===== src/rtl/cfg_uart_pkg.sv =====
package cfg_uart_pkg;

   localparam int RD_W   = 11;
   localparam int WR_W   = 8;
   localparam int RXW_W  = 10;
   localparam int FRM_W  = 12;

   typedef enum logic [1:0] {
      OP_STAT = 2'b00,
      OP_READ = 2'b01,
      OP_SEND = 2'b10,
      OP_CONF = 2'b11
   } op_e;

   typedef struct packed {
      logic       ptype;
      logic       pen;
      logic [1:0] len;
      logic [2:0] sel;
   } frame_cfg_t;

   function automatic logic [3:0] data_bits(input logic [1:0] len);
      return 4'd5 + {2'b00, len};
   endfunction

   function automatic logic [7:0] len_mask(input logic [1:0] len);
      return 8'hFF >> (4'd3 - {2'b00, len});
   endfunction

   function automatic logic [FRM_W-1:0] build_frame(input logic [7:0] d, input logic [1:0] len,
                                                     input logic pen, input logic ptype);
      logic [FRM_W-1:0] f;
      logic [7:0]       m;
      logic [3:0]       n;
      n = data_bits(len);
      m = d & len_mask(len);
      f = '1;
      f[0] = 1'b0;
      for (int i = 0; i < 8; i++) begin
         if (i < int'(n)) f[i+1] = m[i];
      end
      if (pen) f[n + 4'd1] = (^m) ^ ptype;
      return f;
   endfunction

endpackage


===== src/rtl/cfg_uart_fifo.sv =====
module cfg_uart_fifo #(
   parameter int W     = 8,
   parameter int DEPTH = 8
) (
   input  logic         clk,
   input  logic         rst_n,
   input  logic         push,
   input  logic [W-1:0] din,
   input  logic         pop,
   output logic [W-1:0] dout,
   output logic         full,
   output logic         empty
);
   localparam int AW = $clog2(DEPTH);

   logic [W-1:0] mem [DEPTH];
   logic [AW:0]  wp, rp;
   logic         do_push, do_pop;

   assign full    = (wp[AW] != rp[AW]) && (wp[AW-1:0] == rp[AW-1:0]);
   assign empty   = (wp == rp);
   assign do_push = push && !full;
   assign do_pop  = pop && !empty;
   assign dout    = mem[rp[AW-1:0]];

   always_ff @(posedge clk or negedge rst_n) begin
      if (!rst_n) begin
         wp <= '0;
         rp <= '0;
      end else begin
         if (do_push) wp <= wp + 1'b1;
         if (do_pop)  rp <= rp + 1'b1;
      end
   end

   always_ff @(posedge clk) begin
      if (do_push) mem[wp[AW-1:0]] <= din;
   end
endmodule


===== src/rtl/cfg_uart_tx.sv =====
module cfg_uart_tx
   import cfg_uart_pkg::*;
(
   input  logic       clk,
   input  logic       rst_n,
   input  logic       tick,
   input  logic [1:0] len,
   input  logic       pen,
   input  logic       ptype,
   input  logic       avail,
   input  logic       cts,
   input  logic [7:0] data,
   output logic       load,
   output logic       txd,
   output logic       busy
);
   logic [FRM_W-1:0] sh;
   logic [3:0]       left;
   logic [3:0]       tcnt;

   assign load = !busy && avail && cts;
   assign txd  = sh[0];

   always_ff @(posedge clk or negedge rst_n) begin
      if (!rst_n) begin
         sh   <= '1;
         left <= '0;
         tcnt <= '0;
         busy <= 1'b0;
      end else if (!busy) begin
         if (load) begin
            busy <= 1'b1;
            sh   <= build_frame(data, len, pen, ptype);
            left <= data_bits(len) + 4'd2 + {3'b000, pen};
            tcnt <= '0;
         end
      end else if (tick) begin
         if (tcnt == 4'd15) begin
            tcnt <= '0;
            sh   <= {1'b1, sh[FRM_W-1:1]};
            left <= left - 4'd1;
            if (left == 4'd1) busy <= 1'b0;
         end else begin
            tcnt <= tcnt + 4'd1;
         end
      end
   end
endmodule


===== src/rtl/cfg_uart_rx.sv =====
module cfg_uart_rx
   import cfg_uart_pkg::*;
#(
   parameter int SYNC_STAGES = 2
) (
   input  logic             clk,
   input  logic             rst_n,
   input  logic             tick,
   input  logic [1:0]       len,
   input  logic             pen,
   input  logic             ptype,
   input  logic             rxd,
   output logic             push,
   output logic [RXW_W-1:0] word,
   output logic             busy
);
   logic [SYNC_STAGES-1:0] sy;
   logic                   prev;
   logic                   rx_s;
   logic                   fall;
   logic [3:0]             tcnt, bitpos, last, nb;
   logic [FRM_W-1:0]       rsh;
   logic [7:0]             dat;
   logic                   par, perr, brk;

   assign rx_s = sy[SYNC_STAGES-1];
   assign fall = prev && !rx_s;
   assign nb   = data_bits(len);
   assign last = nb + 4'd1 + {3'b000, pen};

   always_comb begin
      for (int i = 0; i < 8; i++) dat[i] = (i < int'(nb)) ? rsh[i+1] : 1'b0;
      par  = rsh[nb + 4'd1];
      perr = pen && (par != ((^dat) ^ ptype));
      brk  = (dat == 8'h00) && !(pen && par) && !rx_s;
   end

   always_ff @(posedge clk or negedge rst_n) begin
      if (!rst_n) begin
         sy   <= '1;
         prev <= 1'b1;
      end else begin
         sy   <= {sy[SYNC_STAGES-2:0], rxd};
         prev <= rx_s;
      end
   end

   always_ff @(posedge clk or negedge rst_n) begin
      if (!rst_n) begin
         busy   <= 1'b0;
         tcnt   <= '0;
         bitpos <= '0;
         rsh    <= '0;
         push   <= 1'b0;
         word   <= '0;
      end else begin
         push <= 1'b0;
         if (!busy) begin
            if (fall) begin
               busy   <= 1'b1;
               tcnt   <= '0;
               bitpos <= '0;
            end
         end else if (tick) begin
            if (bitpos == 4'd0) begin
               if (tcnt == 4'd7) begin
                  if (rx_s) busy <= 1'b0;
                  else begin
                     bitpos <= 4'd1;
                     tcnt   <= '0;
                  end
               end else tcnt <= tcnt + 4'd1;
            end else if (tcnt == 4'd15) begin
               tcnt        <= '0;
               rsh[bitpos] <= rx_s;
               if (bitpos == last) begin
                  busy <= 1'b0;
                  push <= 1'b1;
                  word <= {perr, brk, dat};
               end else bitpos <= bitpos + 4'd1;
            end else tcnt <= tcnt + 4'd1;
         end
      end
   end
endmodule


===== src/rtl/cfg_uart.sv =====
module cfg_uart
   import cfg_uart_pkg::*;
#(
   parameter int FIFO_DEPTH  = 8,
   parameter int TICK_BASE   = 1,
   parameter int SYNC_STAGES = 2
) (
   input  logic            clk,
   input  logic            rst_n,
   input  logic            reg_valid,
   input  logic [1:0]      reg_mode,
   input  logic [WR_W-1:0] reg_wdata,
   output logic [RD_W-1:0] reg_rdata,
   output logic            txd,
   input  logic            rxd,
   output logic            rts_o,
   input  logic            cts_i
);
   localparam int DW = $clog2(TICK_BASE + 1) + 8;

   if (FIFO_DEPTH < 2 || (FIFO_DEPTH & (FIFO_DEPTH - 1)) != 0) begin : g_bad_depth
      $error("cfg_uart: FIFO_DEPTH must be a power of two of at least 2");
   end
   if (TICK_BASE < 1) begin : g_bad_tick
      $error("cfg_uart: TICK_BASE must be at least 1");
   end
   if (SYNC_STAGES < 2) begin : g_bad_sync
      $error("cfg_uart: SYNC_STAGES must be at least 2");
   end

   frame_cfg_t             cfg;
   logic [DW-1:0]          dcnt, div;
   logic                   tick;
   logic [SYNC_STAGES-1:0] cts_sy;
   logic                   cts_s;
   logic                   tx_push, tx_load, tx_full, tx_empty, tx_busy;
   logic [7:0]             tx_dout;
   logic                   rx_push, rx_pop, rx_full, rx_empty, rx_busy;
   logic [RXW_W-1:0]       rx_word, rx_dout;

   assign div     = DW'(TICK_BASE) << cfg.sel;
   assign tick    = (dcnt >= div - 1'b1);
   assign cts_s   = cts_sy[SYNC_STAGES-1];
   assign rts_o   = !rx_full;
   assign tx_push = reg_valid && (op_e'(reg_mode) == OP_SEND);
   assign rx_pop  = reg_valid && (op_e'(reg_mode) == OP_READ);

   always_ff @(posedge clk or negedge rst_n) begin
      if (!rst_n) begin
         dcnt   <= '0;
         cts_sy <= '0;
      end else begin
         dcnt   <= tick ? '0 : dcnt + 1'b1;
         cts_sy <= {cts_sy[SYNC_STAGES-2:0], cts_i};
      end
   end

   always_ff @(posedge clk or negedge rst_n) begin
      if (!rst_n) begin
         cfg       <= '0;
         reg_rdata <= '0;
      end else if (reg_valid) begin
         case (op_e'(reg_mode))
            OP_STAT: reg_rdata <= {5'b0, cts_s, rts_o, rx_busy, tx_busy, tx_full, rx_full};
            OP_READ: reg_rdata <= rx_empty ? '0 : {1'b0, rx_dout};
            OP_CONF: cfg       <= frame_cfg_t'(reg_wdata[6:0]);
            default: ;
         endcase
      end
   end

   cfg_uart_fifo #(.W(8), .DEPTH(FIFO_DEPTH)) u_txq (
      .clk(clk), .rst_n(rst_n), .push(tx_push), .din(reg_wdata),
      .pop(tx_load), .dout(tx_dout), .full(tx_full), .empty(tx_empty)
   );

   cfg_uart_tx u_tx (
      .clk(clk), .rst_n(rst_n), .tick(tick), .len(cfg.len), .pen(cfg.pen),
      .ptype(cfg.ptype), .avail(!tx_empty), .cts(cts_s), .data(tx_dout),
      .load(tx_load), .txd(txd), .busy(tx_busy)
   );

   cfg_uart_rx #(.SYNC_STAGES(SYNC_STAGES)) u_rx (
      .clk(clk), .rst_n(rst_n), .tick(tick), .len(cfg.len), .pen(cfg.pen),
      .ptype(cfg.ptype), .rxd(rxd), .push(rx_push), .word(rx_word), .busy(rx_busy)
   );

   cfg_uart_fifo #(.W(RXW_W), .DEPTH(FIFO_DEPTH)) u_rxq (
      .clk(clk), .rst_n(rst_n), .push(rx_push), .din(rx_word),
      .pop(rx_pop), .dout(rx_dout), .full(rx_full), .empty(rx_empty)
   );
endmodule


===== config.mk =====
export PLATFORM = sky130hd
export DESIGN_NAME = cfg_uart
export DESIGN_NICKNAME = d
export VERILOG_FILES = /design/src/rtl/cfg_uart_pkg.sv /design/src/rtl/cfg_uart_fifo.sv /design/src/rtl/cfg_uart_tx.sv /design/src/rtl/cfg_uart_rx.sv /design/src/rtl/cfg_uart.sv
export SDC_FILE = /design/constraint.sdc
export NUM_CORES = 1
export LEC_CHECK = 0
export BUFFER_PORTS_ARGS = -buffer_cell sky130_fd_sc_hd__clkbuf_2
export CAP_MARGIN = 0
export CORE_MARGIN = 4
export CORE_UTILIZATION = 46
export DETAILED_ROUTE_END_ITERATION = 10
export GPL_ROUTABILITY_DRIVEN = 0
export PLACE_DENSITY = 0.7
export SLEW_MARGIN = 10
export SYNTH_ARGS = -nofsm -noshare
export SYNTH_HDL_FRONTEND = slang
export SYNTH_SLANG_ARGS = --single-unit

===== constraint.sdc =====
create_clock -name clk -period 5.8 [get_ports clk]
set_input_delay 1.16 -clock clk [delete_from_list [all_inputs] [get_ports clk]]
set_output_delay 1.16 -clock clk [all_outputs]
set_load 0.02 [all_outputs]

-- After elaboration in Yosys (flattened, before gate mapping)
Memories as Yosys holds them, arrays and structs flattened.
Cells that the tools add are included.
- add/subtract/negate cells: 16
- multiply operators: 0
- divide/modulo/power cells: 0
- order comparisons: 13
- equal/unequal tests: 23
- shift operators: 2
- muxes and demuxes: 92
- bitwise operators: 4
- reductions and logical operators: 40
- operators with widths (operator ; number):
    $mux 4 ; 22
    $mux 12 ; 5
    $mux 1 ; 57
    $add 4x1->4 const B ; 8
    $bwmux 12 ; 2
    $pmux 11 s2 ; 1
    $logic_and 1x1->1 ; 17
    $lt 3x4->1 const A ; 4
    $reduce_xor 8->1 ; 2
    $eq 4x4->1 ; 3
    $ne 3x3->1 const B ; 4
    $lt 4x5->1 const B ; 2
    $mux 10 ; 1
    $add 9x1->9 const B ; 1
    $ge 9x9->1 ; 1
    $mux 9 ; 1
    $shl 1x3->9 const A ; 1
    $sub 9x1->9 const B ; 1
    $add 4x1->4 ; 2
    $and 8x8->8 ; 1
    $demux 1 s4 ; 2
    $eq 4x4->1 const B ; 2
    $ge 4x1->1 const B ; 2
    $logic_not 8->1 ; 1
    other kinds (27) ; 47
- bits in registers: 101
- bits in latches: 0
- memory bits (writable): 144
- ROM bits: 0
- output and inout port bits: 13
- logic and storage cells: 215
- memories kept: 2
- memories (memory ; words ; bits a word ; rd ports ; clocked after memory_dff ; write ports ; line ; RTL):
    u_rxq.mem ; 8 ; 10 ; 1 ; 0 ; 1 ; cfg_uart_fifo.sv:16 ; logic [W-1:0] mem [DEPTH];
    u_txq.mem ; 8 ; 8 ; 1 ; 0 ; 1 ; cfg_uart_fifo.sv:16 ;

-- Depth between registers and ports, before layout
Gate-level depths: netlist of the first run.
- depth after elaboration: 10
- depth in mapped cells: 17

-- Hierarchy
Synthesis of the first run repeated with hierarchy kept, for this count alone.
- cell total of the unflattened synthesis: 801
- area, all modules: 11936.4 µm²
- by module, submodules not included (module ; instances ; cells each ; area an instance (µm²) ; sequential area each (µm²)):
    cfg_uart_fifo (u_rxq) ; 1 ; 174 ; 3733.6 ; 2602.5
    cfg_uart_fifo (u_txq) ; 1 ; 149 ; 3094.2 ; 2122.0
    cfg_uart_rx ; 1 ; 194 ; 2209.6 ; 879.6
    cfg_uart_tx ; 1 ; 160 ; 1555.2 ; 540.5
    cfg_uart ; 1 ; 124 ; 1343.8 ; 700.7

-- Worst setup path before layout of the first run
OpenSTA, ideal clock, no wires.
- kind: reg2reg
- start: register cfg[2] in the netlist's numbering
- end: register u_tx.left[0]
- setup time: 0.136 ns
- arrival: 3.421 ns
- path slack: 2.243 ns
- cell stages (with the launch flop): 13
- buffers on the path: 2
- clock period less this slack: 3.557 ns
- cell sequence: dfrtp_1 > or3_1 > ha_1 > xnor2_1 > a31oi_1 > ha_1 > a2111oi_0 > o21ai_0 > or2_2 > clkbuf_1 > a31oi_1 > clkbuf_1 > o21ai_0
- longest elaborated chain between the ends: 5
- ends and longest elaborated chain (what ; line ; RTL):
    from (decl) ; cfg_uart.sv:31 ; frame_cfg_t cfg;
    from (signal assigned) ; cfg_uart.sv:66 ; OP_CONF: cfg <= frame_cfg_t'(reg_wdata[6:0]);
    $shl 1x3->9 ; cfg_uart.sv:41 ; assign div = DW'(TICK_BASE) << cfg.sel;
    $sub 9x1->9 ; cfg_uart.sv:42 ; assign tick = (dcnt >= div - 1'b1);
    $ge 9x9->1 ; cfg_uart.sv:42 ;
    $ne 2x2->1 (no line) ; - ;
    $reduce_and 3->1 (no line) ; - ;
    to (signal assigned) ; cfg_uart_tx.sv:34 ; left <= data_bits(len) + 4'd2 + {3'b000, pen};
    to (signal assigned) ; cfg_uart_tx.sv:41 ; left <= left - 4'd1;
    to (decl) ; cfg_uart_tx.sv:18 ; logic [3:0] left;
Every way passes these cells.
A chain may end at the register's enable or synchronous reset.

-- Worst setup path after layout of the first run
- start: register cfg[3] in the netlist's numbering
- end: register u_rx.word[8]
- longest elaborated chain between the ends: 8
- ends and longest elaborated chain (what ; line ; RTL):
    $add 3x2->4 (*) ; cfg_uart_pkg.sv:23 ; return 4'd5 + {2'b00, len};
    branches (longest 7 deep; another with $add 4x1->4) ; - ;
    to (signal assigned) ; cfg_uart_rx.sv:79 ; word <= {perr, brk, dat};
    to (decl) ; cfg_uart_rx.sv:14 ; output logic [RXW_W-1:0] word,
Every way passes the cells marked *. The select of a mux whose other input is x is not followed.

==> impl_metrics.tcl, run 1 <==
set metrics [dict create \
    fillers 1978 \
    critPathMaxFanout 21 \
    async_reset_ff_share_pct 40.7 \
    fmax_ghz 0.238 \
    track_usage_pct 16.1 \
    required_ns 6.25 \
    cts_buffers 25 \
    hold_class "register to register" \
    syn_inst 799 \
    outcome "finished, final reports clean" \
    drt_first_pass_iters 4 \
    h-tree-depth 1 \
    fp-row-count 56 \
    critPathTopFamily "simple AND/OR/NAND/NOR gates" \
    grt_pass1_wl_um 34300 \
    clk_pin_slew_ns 0.06 \
    ys.warnings.count 0 \
    cts.repair.resized 0 \
    grt_antenna_before_repair 0 \
    finish.utilization_pct 52.7 \
    period_needed_ns 4.20 \
    drt_iter0_markers 471 \
    arrival_ns 4.65 \
    report.final.slew_viol_count 0 \
    synthTopCellsByCount "144 x edfxtp_1, 84 x dfrtp_1, 58 x nand2_1" \
    finalHoldViolCount 0 \
    pwr-share-seq_pct 43.7 \
    internal_power_w 0.00365 \
    whs_ns 0.356 \
    p_per_area_nw_per_um2 418 \
    synth_fa_ha_area_share_pct 4.14 \
    max-clock-path-buffers 3 \
    yosysMostFrequentCell "edfxtp_1" \
    p_switching_w 0.00156 \
    drc_errors 0 \
    syn-mean-instance-area_um2 14.0 \
    synth_edf_count 144 \
    wl_um 21100 \
    synth-compound-area-share_pct 5.74 \
    vdd_drop_max_uv 295 \
    die-area_um2 26900 \
    worstPathCellList "inv_1, ha_1, xnor2_1, ha_1, xnor2_1, or4b_2, a211oi_1, and2b_1, nand3_1, a2111oi_0, a21o_1" \
    clock-sinks 243 \
    synth.top_cells.by_area "edfxtp_1 39%, dfrtp_1 19%, mux4_2 6.4%" \
    netlist_area_um2 11200 \
    via_per_inst 5.43 \
    clock_latency_ns 0.51 \
    avgRoutedWirePerCell_um 18.2 \
    p_leak_nw 4.80 \
    antenna_cells 0 \
    synth_top_family_by_area "multiplexers" \
    skew_ns 0.00919 \
    cpPeakStageDelay_ns 0.64 \
    final-setup-viol-count 0 \
    postCtsSetupBuffers 0 \
    port_buffers 26 \
    p_comb_share_pct 25.4 \
    yosys.area.top_type "edfxtp_1" \
    synth.distinct_cells 63 \
    synth_seq_cells 243 \
    switching_share_pct 30.0 \
    crit_type "register to register" \
    timing.max_cap.violations 0 \
    synthXorXnorAreaFrac_pct 4.97 \
    final_nets 877 \
    fp.dieW_um 164 \
    synthMuxAreaShare_pct 13.3 \
    io_pins 28 \
    postCtsHoldBufs 0 \
    start_util_pct 47.2 \
    fp.dieH_um 164 \
    tritoncts "built" \
    drive_above_1_share_pct 18.6 \
    syn2layout_area_growth_pct 11.5 \
    grt_max_degree 54 \
    cp_num_buf_inv 1 \
    clockPowerShare_pct 31.0 \
    setup_tns_ns 0 \
    worst_setup_path_end_kind "register" \
    worstMarginPinSlew_ns 1.22 \
    yosysTopAreaCellShare_pct 38.7 \
    fin_crit_sh_pct 72.4 \
    cp-start-kind "register" \
    rsz0062_at_grt "no" \
    cts_root_buf "clkbuf_16" \
    synth_ff_type "edfxtp_1" \
    dpl.hpwl_um 14300 \
    vias 6309 \
    overflow 0 \
    cp_slowest_cell "or4b_2" \
    core_um2 23700 \
    power_w 0.00522 \
    synth_simple_gate_area_share_pct 8.44 \
    grt_pass1_vias 6371 \
    synth_seq_area_share_pct 61.0 \
    antenna_left 0 \
    slew_headroom_pct 18.2 \
]
-- worst reg2reg max path: cells and delay by family, from the launching register on --
family | cells | cell delay (ns)
compound gates | 3 | 1.05
xor+xnor | 2 | 0.41
flops | 1 | 0.53
simple gates | 3 | 1.33
buf+inv | 1 | 0.18
fa+ha+maj | 2 | 0.65
-- per-stage QoR --
stage | std cells | area (µm²) | setup slack (ns)
6_report | 1162 | 12500 | 1.60
4_1_cts | 1162 | 12500 | 1.56
3_5_place_dp | 1117 | 11600 | 1.59
3_3_place_gp | 1117 | 11600 | 1.74
5_1_grt | 1162 | 12500 | 1.23
2_1_floorplan | 800 | 11200 | 2.24
-- cells by family after synthesis --
group / after synthesis
flip-flops: 243
AO/OA/AOI/OAI: 104
adder cells (fa/ha/maj): 37
other: 1
AND/OR/NAND/NOR: 201
XOR/XNOR: 61
buffers and inverters: 64
multiplexers: 88
-- flip-flops by register name (all words and copies together) (netlist names), 4 cells and up --
register     flops
u_rxq.mem       80
reg_rdata       10
u_rx.word       10
u_txq.rp         4
u_rxq.rp         4
dcnt             9
u_txq.mem       64
u_rx.bitpos      4
u_txq.wp         4
u_tx.left        4
u_tx.sh         12
u_tx.tcnt        4
cfg              7
u_rx.tcnt        4
u_rx.rsh        11
u_rxq.wp         4
-- cells in the final DEF (no fill, tap or decap), drive strengths merged, types with 2 or more instances in the layout --
cell / n
edfxtp: 144
dfrtp: 84
clkbuf: 60
nand2: 59
nor2: 53
o21ai: 42
mux4: 42
xnor2: 38
ha: 37
nand3: 32
inv: 26
mux2: 25
xor2: 22
a21oi: 21
mux2i: 21
dfstp: 15
nor3: 11
buf: 11
nand2b: 10
nand4: 10
and3: 6
a21o: 5
o21a: 4
o31ai: 4
o22ai: 4
clkinv: 4
nor3b: 3
and2: 3
nor2b: 3
a211oi: 3
bufinv: 3
clkinvlp: 3
a31oi: 3
or3: 2
o211ai: 2
a2111oi: 2
or3b: 2
a22o: 2
nand3b: 2
conb: 2
-- cell type report --
| cell class | count | area (µm²) | area share [%] |
|---|---|---|---|
| clock buffers | 35 | 703 | 5.64 |
| clock inverters | 10 | 136 | 1.09 |
| inverters | 26 | 97.6 | 0.783 |
| multi-input cells | 493 | 4110 | 32.9 |
| flip-flops and latches | 243 | 6820 | 54.7 |
| well taps | 319 | 399 | 3.20 |
| repair buffers | 36 | 208 | 1.67 |
-- metal layers --
metal | up-vias | global-route usage (%) | share of wire (%) | routed length [µm]
met5 | - | 0 | 0 | 0
met4 | 0 | 3.96 | 1.7 | 367
met3 | 36 | 2.66 | 4.1 | 873
met2 | 105 | 26.4 | 47 | 9990
met1 | 3152 | 22.6 | 47 | 9890
li1 | 3016 | - | - | -
-- power by group through the flow --
stage	sequential (W)	clock [W]	combinational, W
after floorplan	0.00220	0	0.00113
after global placement	0.00230	0	0.00131
after detailed placement	0.00231	0	0.00134
after CTS	0.00228	0.00165	0.00134
after global routing	0.00231	0.00173	0.00147
final	0.00228	0.00162	0.00132
-- worst paths after layout --
kind | from | endpoint | slack, ns | cells after the start
max | cfg[3] | u_rx.word[8] | 1.60 | 11
min reg2reg | u_rx.sy[0] | u_rx.sy[1] | 0.36 | 0
max in group asynchronous | rst_n | dcnt[8] | 4.04 | 2
max reg2reg | cfg[3] | u_rx.word[8] | 1.60 | 11
min in group asynchronous | rst_n | reg_rdata[9] | 0.68 | 1
min | u_rx.sy[0] | u_rx.sy[1] | 0.36 | 0
(Power assumes the default switching activity.)
==> inputs of run 2 (changes only) <==
--- a/config.mk
+++ b/config.mk
@@ -11,7 +11,7 @@
 export CORE_UTILIZATION = 46
 export DETAILED_ROUTE_END_ITERATION = 10
 export GPL_ROUTABILITY_DRIVEN = 0
-export PLACE_DENSITY = 0.7
+export PLACE_DENSITY = 0.72
 export SLEW_MARGIN = 10
 export SYNTH_ARGS = -nofsm -noshare
 export SYNTH_HDL_FRONTEND = slang
==> constraint.sdc (replaced) <==
create_clock -name clk -period 3.6 [get_ports clk]
set_input_delay 0.72 -clock clk [delete_from_list [all_inputs] [get_ports clk]]
set_output_delay 0.72 -clock clk [all_outputs]
set_load 0.02 [all_outputs]
==> run 2 against run 1 <==
  * Clock skew grew 0.0057 ns
  * Sequential power grew 57%
  * Setup slack lost 1.4 ns
  * Global-route usage grew 0.20 points
  * Utilization grew 1.3 points
  * Non-clock buffer count grew 29
  * Cell count grew 2.8%
  * Wire length grew 1.8%
  * Hold slack lost 0.17 ns
==> impl_metrics.tcl, run 2 (same netlist as run 1, synthesis figures left out) <==
set metrics [dict create \
    worstMarginPinSlew_ns 0.790 \
    worst_setup_path_end_kind "register" \
    vdd_drop_max_uv 463 \
    clock-sinks 243 \
    clock_latency_ns 0.52 \
    clk_pin_slew_ns 0.06 \
    grt_pass1_wl_um 35000 \
    clockPowerShare_pct 31.2 \
    grt_pass1_vias 6558 \
    fp-row-count 56 \
    largest_register_ffs 80 \
    p_leak_nw 4.99 \
    switching_share_pct 30.3 \
    grt_max_degree 61 \
    arrival_ns 3.78 \
    pre_cts_ws_ns 0.109 \
    h-tree-depth 1 \
    setup_tns_ns 0 \
    whs_ns 0.184 \
    skew_ns 0.0149 \
    outcome "finished, final reports clean" \
    dpl.hpwl_um 14400 \
    tritoncts "built" \
    fin_ws_ns 0.231 \
    fin_crit_sh_pct 93.6 \
    avgRoutedWirePerCell_um 18.0 \
    final_common_cell "edfxtp_1" \
    critical_path.startpoint "cfg[2]" \
    period_needed_ns 3.37 \
    via_per_inst 5.47 \
    required_ns 4.01 \
    internal_power_w 0.00601 \
    pwr-share-seq_pct 41.4 \
    fmax_ghz 0.297 \
    cp-start-kind "register" \
    p_per_area_nw_per_um2 675 \
    postCtsSetupBuffers 0 \
    port_buffers 26 \
    final-seq-area_um2 6820 \
    slew_headroom_pct 47.1 \
    drive_above_1_share_pct 22.2 \
    final_nets 907 \
    fp.dieW_um 164 \
    crit_type "register to register" \
    io_pins 28 \
    report.final.slew_viol_count 0 \
    overflow 0 \
    p_comb_share_pct 27.4 \
    die-area_um2 26900 \
    track_usage_pct 16.3 \
    drt_iter0_markers 565 \
    cts.repair.resized 0 \
    rsz0062_at_grt "no" \
    finalHoldViolCount 0 \
    reg2reg_from "cfg[2]" \
    wl_um 21500 \
    reg2reg_slack_ns 0.23 \
    grt_antenna_before_repair 0 \
    p_switching_w 0.00262 \
    timing.max_cap.violations 0 \
    hold_class "primary input to asynchronous set/reset pin" \
    finish.utilization_pct 53.9 \
    drt_first_pass_iters 5 \
    max-clock-path-buffers 3 \
    final-setup-viol-count 0 \
    cts_buffers 26 \
    antenna_cells 0 \
    final_cell_mix "144 x edfxtp_1, 84 x dfrtp_1, 58 x nand2_1, 53 x nor2_1, 40 x o21ai_0" \
    syn2layout_area_growth_pct 14.2 \
    fp.dieH_um 164 \
    fillers 1920 \
    start_util_pct 47.2 \
    core_um2 23700 \
    cts_root_buf "clkbuf_16" \
    antenna_left 0 \
    critPathMaxFanout 16 \
    vias 6529 \
    postCtsHoldBufs 0 \
    multi_input_area_um2 4120 \
    drc_errors 0 \
]
[run 2: critical path, cell delays in order (launching register included)]
cell and delay [ns]:
dfrtp_1 0.37, or3_1 0.40, ha_1 0.28, xnor2_1 0.16, a31oi_1 0.17, ha_1 0.27, a2111oi_2 0.35, o21ai_1 0.15
or2_2 0.40, a31oi_2 0.26, buf_12 0.17, nor3_1 0.05, a211oi_1 0.24
[run 2: per-layer routing]
metal / up-vias / wire length (µm) / share of wire, % / track usage [%]
li1: 3083 / - / - / -
met1: 3278 / 9630 / 45 / 23.3
met2: 141 / 10300 / 48 / 26.6
met3: 27 / 1250 / 5.8 / 2.48
met4: 0 / 339 / 1.6 / 3.70
met5: - / 0 / 0 / 0
[run 2: power by group through the flow]
stage	combinational [W]	sequential, W	clock [W]
after CTS	0.00237	0.00357	0.00276
after global placement	0.00232	0.00361	0
final	0.00236	0.00357	0.00269
after detailed placement	0.00235	0.00362	0
after global routing	0.00259	0.00361	0.00289
after floorplan	0.00183	0.00354	0
[run 2: worst paths after layout]
path                           endpoint  depth (start not counted)
setup / recovery            u_tx.sh[10]                         12
hold / removal             reg_rdata[9]                          1
setup reg to reg            u_tx.sh[10]                         12
hold reg to reg              u_rx.sy[1]                          0
max in group asynchronous   u_tx.sh[10]                          2
min in group clk             u_rx.sy[0]                          1
[run 2: cell type report]
type | count | share of cell area (%)
clock inverter | 15 | 1.30
clock buffer | 33 | 5.62
tap | 319 | 3.12
sequential | 243 | 53.4
timing repair buffer | 65 | 3.53
multi-input combinational | 493 | 32.3
inverter | 26 | 0.764
[run 2: through the flow]
| step | power (W) | instances | cell area (µm²) |
|---|---|---|---|
| after floorplan | 0.00537 | 800 | 11200 |
| after global placement | 0.00592 | 1146 | 11900 |
| after detailed placement | 0.00597 | 1146 | 11900 |
| after CTS | 0.00869 | 1194 | 12800 |
| after global routing | 0.00909 | 1194 | 12800 |
| final | 0.00862 | 1194 | 12800 |
==> inputs of run 3 (changes only) <==
--- a/config.mk
+++ b/config.mk
@@ -5,10 +5,12 @@
 export SDC_FILE = /design/constraint.sdc
 export NUM_CORES = 1
 export LEC_CHECK = 0
+export ABC_CLOCK_PERIOD_IN_PS = 3600
 export BUFFER_PORTS_ARGS = -buffer_cell sky130_fd_sc_hd__clkbuf_2
 export CAP_MARGIN = 0
 export CORE_MARGIN = 4
 export CORE_UTILIZATION = 46
+export CTS_BUF_LIST = sky130_fd_sc_hd__clkbuf_4 sky130_fd_sc_hd__clkbuf_8 sky130_fd_sc_hd__clkbuf_16
 export DETAILED_ROUTE_END_ITERATION = 10
 export GPL_ROUTABILITY_DRIVEN = 0
 export PLACE_DENSITY = 0.72
==> run 3 against run 2 <==
  * Sequential power about the same
  * Clock power about the same
  * Die area unchanged
  * Non-clock buffer count unchanged
  * Global-route usage about the same
  * Clock-buffer cell count unchanged
  * Cell count unchanged
  * Design area up 0.12%
  * Register-to-register slack about the same
  * Sequential share of layout area down 0.063 points
  * First-iteration DRC count down 0.88%
  * Via count up 0.18%
  * Largest power group unchanged
==> impl_metrics.tcl, run 3 (same netlist as run 1, synthesis figures left out) <==
set metrics [dict create \
    outcome "finished, final reports clean" \
    wl_met2_um 10300 \
    antenna_left 0 \
    clock_latency_ns 0.52 \
    drive_above_1_share_pct 22.6 \
    max-clock-path-buffers 3 \
    period_needed_ns 3.37 \
    power_w 0.00865 \
    vdd_drop_max_uv 459 \
    fp.dieH_um 164 \
    dpl.hpwl_um 14400 \
    io_pins 28 \
    placed_area_um2 11900 \
    clockPowerShare_pct 31.5 \
    grt_max_degree 61 \
    final-setup-viol-count 0 \
    tritoncts "built" \
    cp_slowest_cell "or3_1" \
    p_comb_share_pct 27.3 \
    met1_length_um 9660 \
    arrival_ns 3.78 \
    grt_pass1_wl_um 35000 \
    pwr-share-seq_pct 41.2 \
    syn2layout_area_growth_pct 14.3 \
    start_util_pct 47.2 \
    cts_root_buf "clkbuf_16" \
    grt_antenna_before_repair 0 \
    p_leak_nw 5.00 \
    report.final.slew_viol_count 0 \
    finalHoldViolCount 0 \
    crit_type "register to register" \
    switching_share_pct 30.2 \
    fin_crit_sh_pct 93.7 \
    track_usage_pct 16.3 \
    p_per_area_nw_per_um2 676 \
    drc_errors 0 \
    clk_pin_slew_ns 0.06 \
    cpPeakStageDelay_ns 0.40 \
    grt_pass1_vias 6560 \
    fp-row-count 56 \
    worstMarginPinSlew_ns 0.790 \
    final_cell_mix "144 x edfxtp_1, 84 x dfrtp_1, 58 x nand2_1, 53 x nor2_1, 40 x o21ai_0" \
    fmax_ghz 0.297 \
    post-route-cell-area_um2 12800 \
    drt_first_pass_iters 5 \
    internal_power_w 0.00604 \
    antenna_cells 0 \
    largest_register_ffs 80 \
    wl_um 21500 \
    final_nets 907 \
    die-area_um2 26900 \
    postCtsHoldBufs 0 \
    rsz0062_at_grt "no" \
    critical_path.startpoint "cfg[2]" \
    met3WireLength_um 1210 \
    required_ns 4.01 \
    reg2reg_from "cfg[2]" \
    worstPathCellList "or3_1, ha_1, xnor2_1, a31oi_1, ha_1, a2111oi_2, o21ai_1, or2_2, a31oi_2, buf_12, nor3_1, a211oi_1" \
    port_buffers 26 \
    setup_tns_ns 0 \
    skew_ns 0.0162 \
    final_common_cell "edfxtp_1" \
    h-tree-depth 1 \
    hold_class "primary input to asynchronous set/reset pin" \
    cts_buffers 26 \
    drt_iter0_markers 560 \
    slew_headroom_pct 47.1 \
    vias 6541 \
    avgRoutedWirePerCell_um 18.0 \
    whs_ns 0.183 \
    p_switching_w 0.00261 \
    worst_setup_path_end_kind "register" \
    fp.dieW_um 164 \
    highest_layer "met4" \
    cp-start-kind "register" \
    core_um2 23700 \
    cp_common_cell "ha_1" \
    clock-sinks 243 \
    via_per_inst 5.48 \
    critPathMaxFanout 16 \
    overflow 0 \
    timing.max_cap.violations 0 \
]
-- run 3: cell count changes in the layout (fill, tap and decap cells not counted) --
cell	previous run	this run
clkbuf_1	4	0
clkbuf_4	0	4
-- run 3: critical path, delay by kind of cell, from the launching register on --
kind	cells	cell delay, ns
compound gates	5	1.17
buf+inv	1	0.17
xor+xnor	1	0.16
simple gates	3	0.85
fa+ha+maj	2	0.55
flops	1	0.37
-- run 3: path summary, 6_finish.rpt --
| check | to | slack [ns] | depth (start not counted) |
|---|---|---|---|
| setup / recovery | u_tx.sh[10] | 0.23 | 12 |
| hold / removal | reg_rdata[9] | 0.18 | 1 |
| setup reg to reg | u_tx.sh[10] | 0.23 | 12 |
| hold reg to reg | u_rx.sy[1] | 0.36 | 0 |
| max in group asynchronous | u_tx.sh[10] | 2.65 | 2 |
| min in group clk | u_rx.sy[0] | 0.28 | 1 |
-- run 3: cell type report --
| type | instances | area [µm²] |
|---|---|---|
| inverters | 26 | 97.6 |
| repair buffers | 65 | 450 |
| clock buffers | 33 | 733 |
| well taps | 319 | 399 |
| clock inverters | 15 | 166 |
| fillers | 1918 | 10900 |
| multi-input cells | 493 | 4120 |
| flip-flops and latches | 243 | 6820 |
-- run 3: repair_timing --
item | 4_1_cts | 5_1_grt
buffers inserted | 0 | 0
endpoints found under the setup margin | 0 | 32
resized for setup | 0 | 7
-- run 3: routing by layer --
| layer | GRT usage, % | up-vias |
|---|---|---|
| li1 | - | 3086 |
| met1 | 23.4 | 3270 |
| met2 | 26.6 | 158 |
| met3 | 2.48 | 27 |
| met4 | 3.70 | 0 |
| met5 | 0 | - |
-- run 3: through the flow --
stage	instances	util (%)	setup slack, ns
detailed placement	1146	50.1	0.109
floorplan	800	-	0.0431
finish	1194	54.0	0.228
global placement	1146	50.1	0.193
CTS	1194	53.9	0.0306
global route	1194	54.0	0.0429
-- run 3: power by group through the flow --
stage                     sequential (W)  clock [W]  combinational (W)
final                            0.00357    0.00272            0.00236
after global routing             0.00361    0.00292            0.00260
after floorplan                  0.00354          0            0.00183
after CTS                        0.00357    0.00279            0.00237
after detailed placement         0.00362          0            0.00235
after global placement           0.00361          0            0.00232
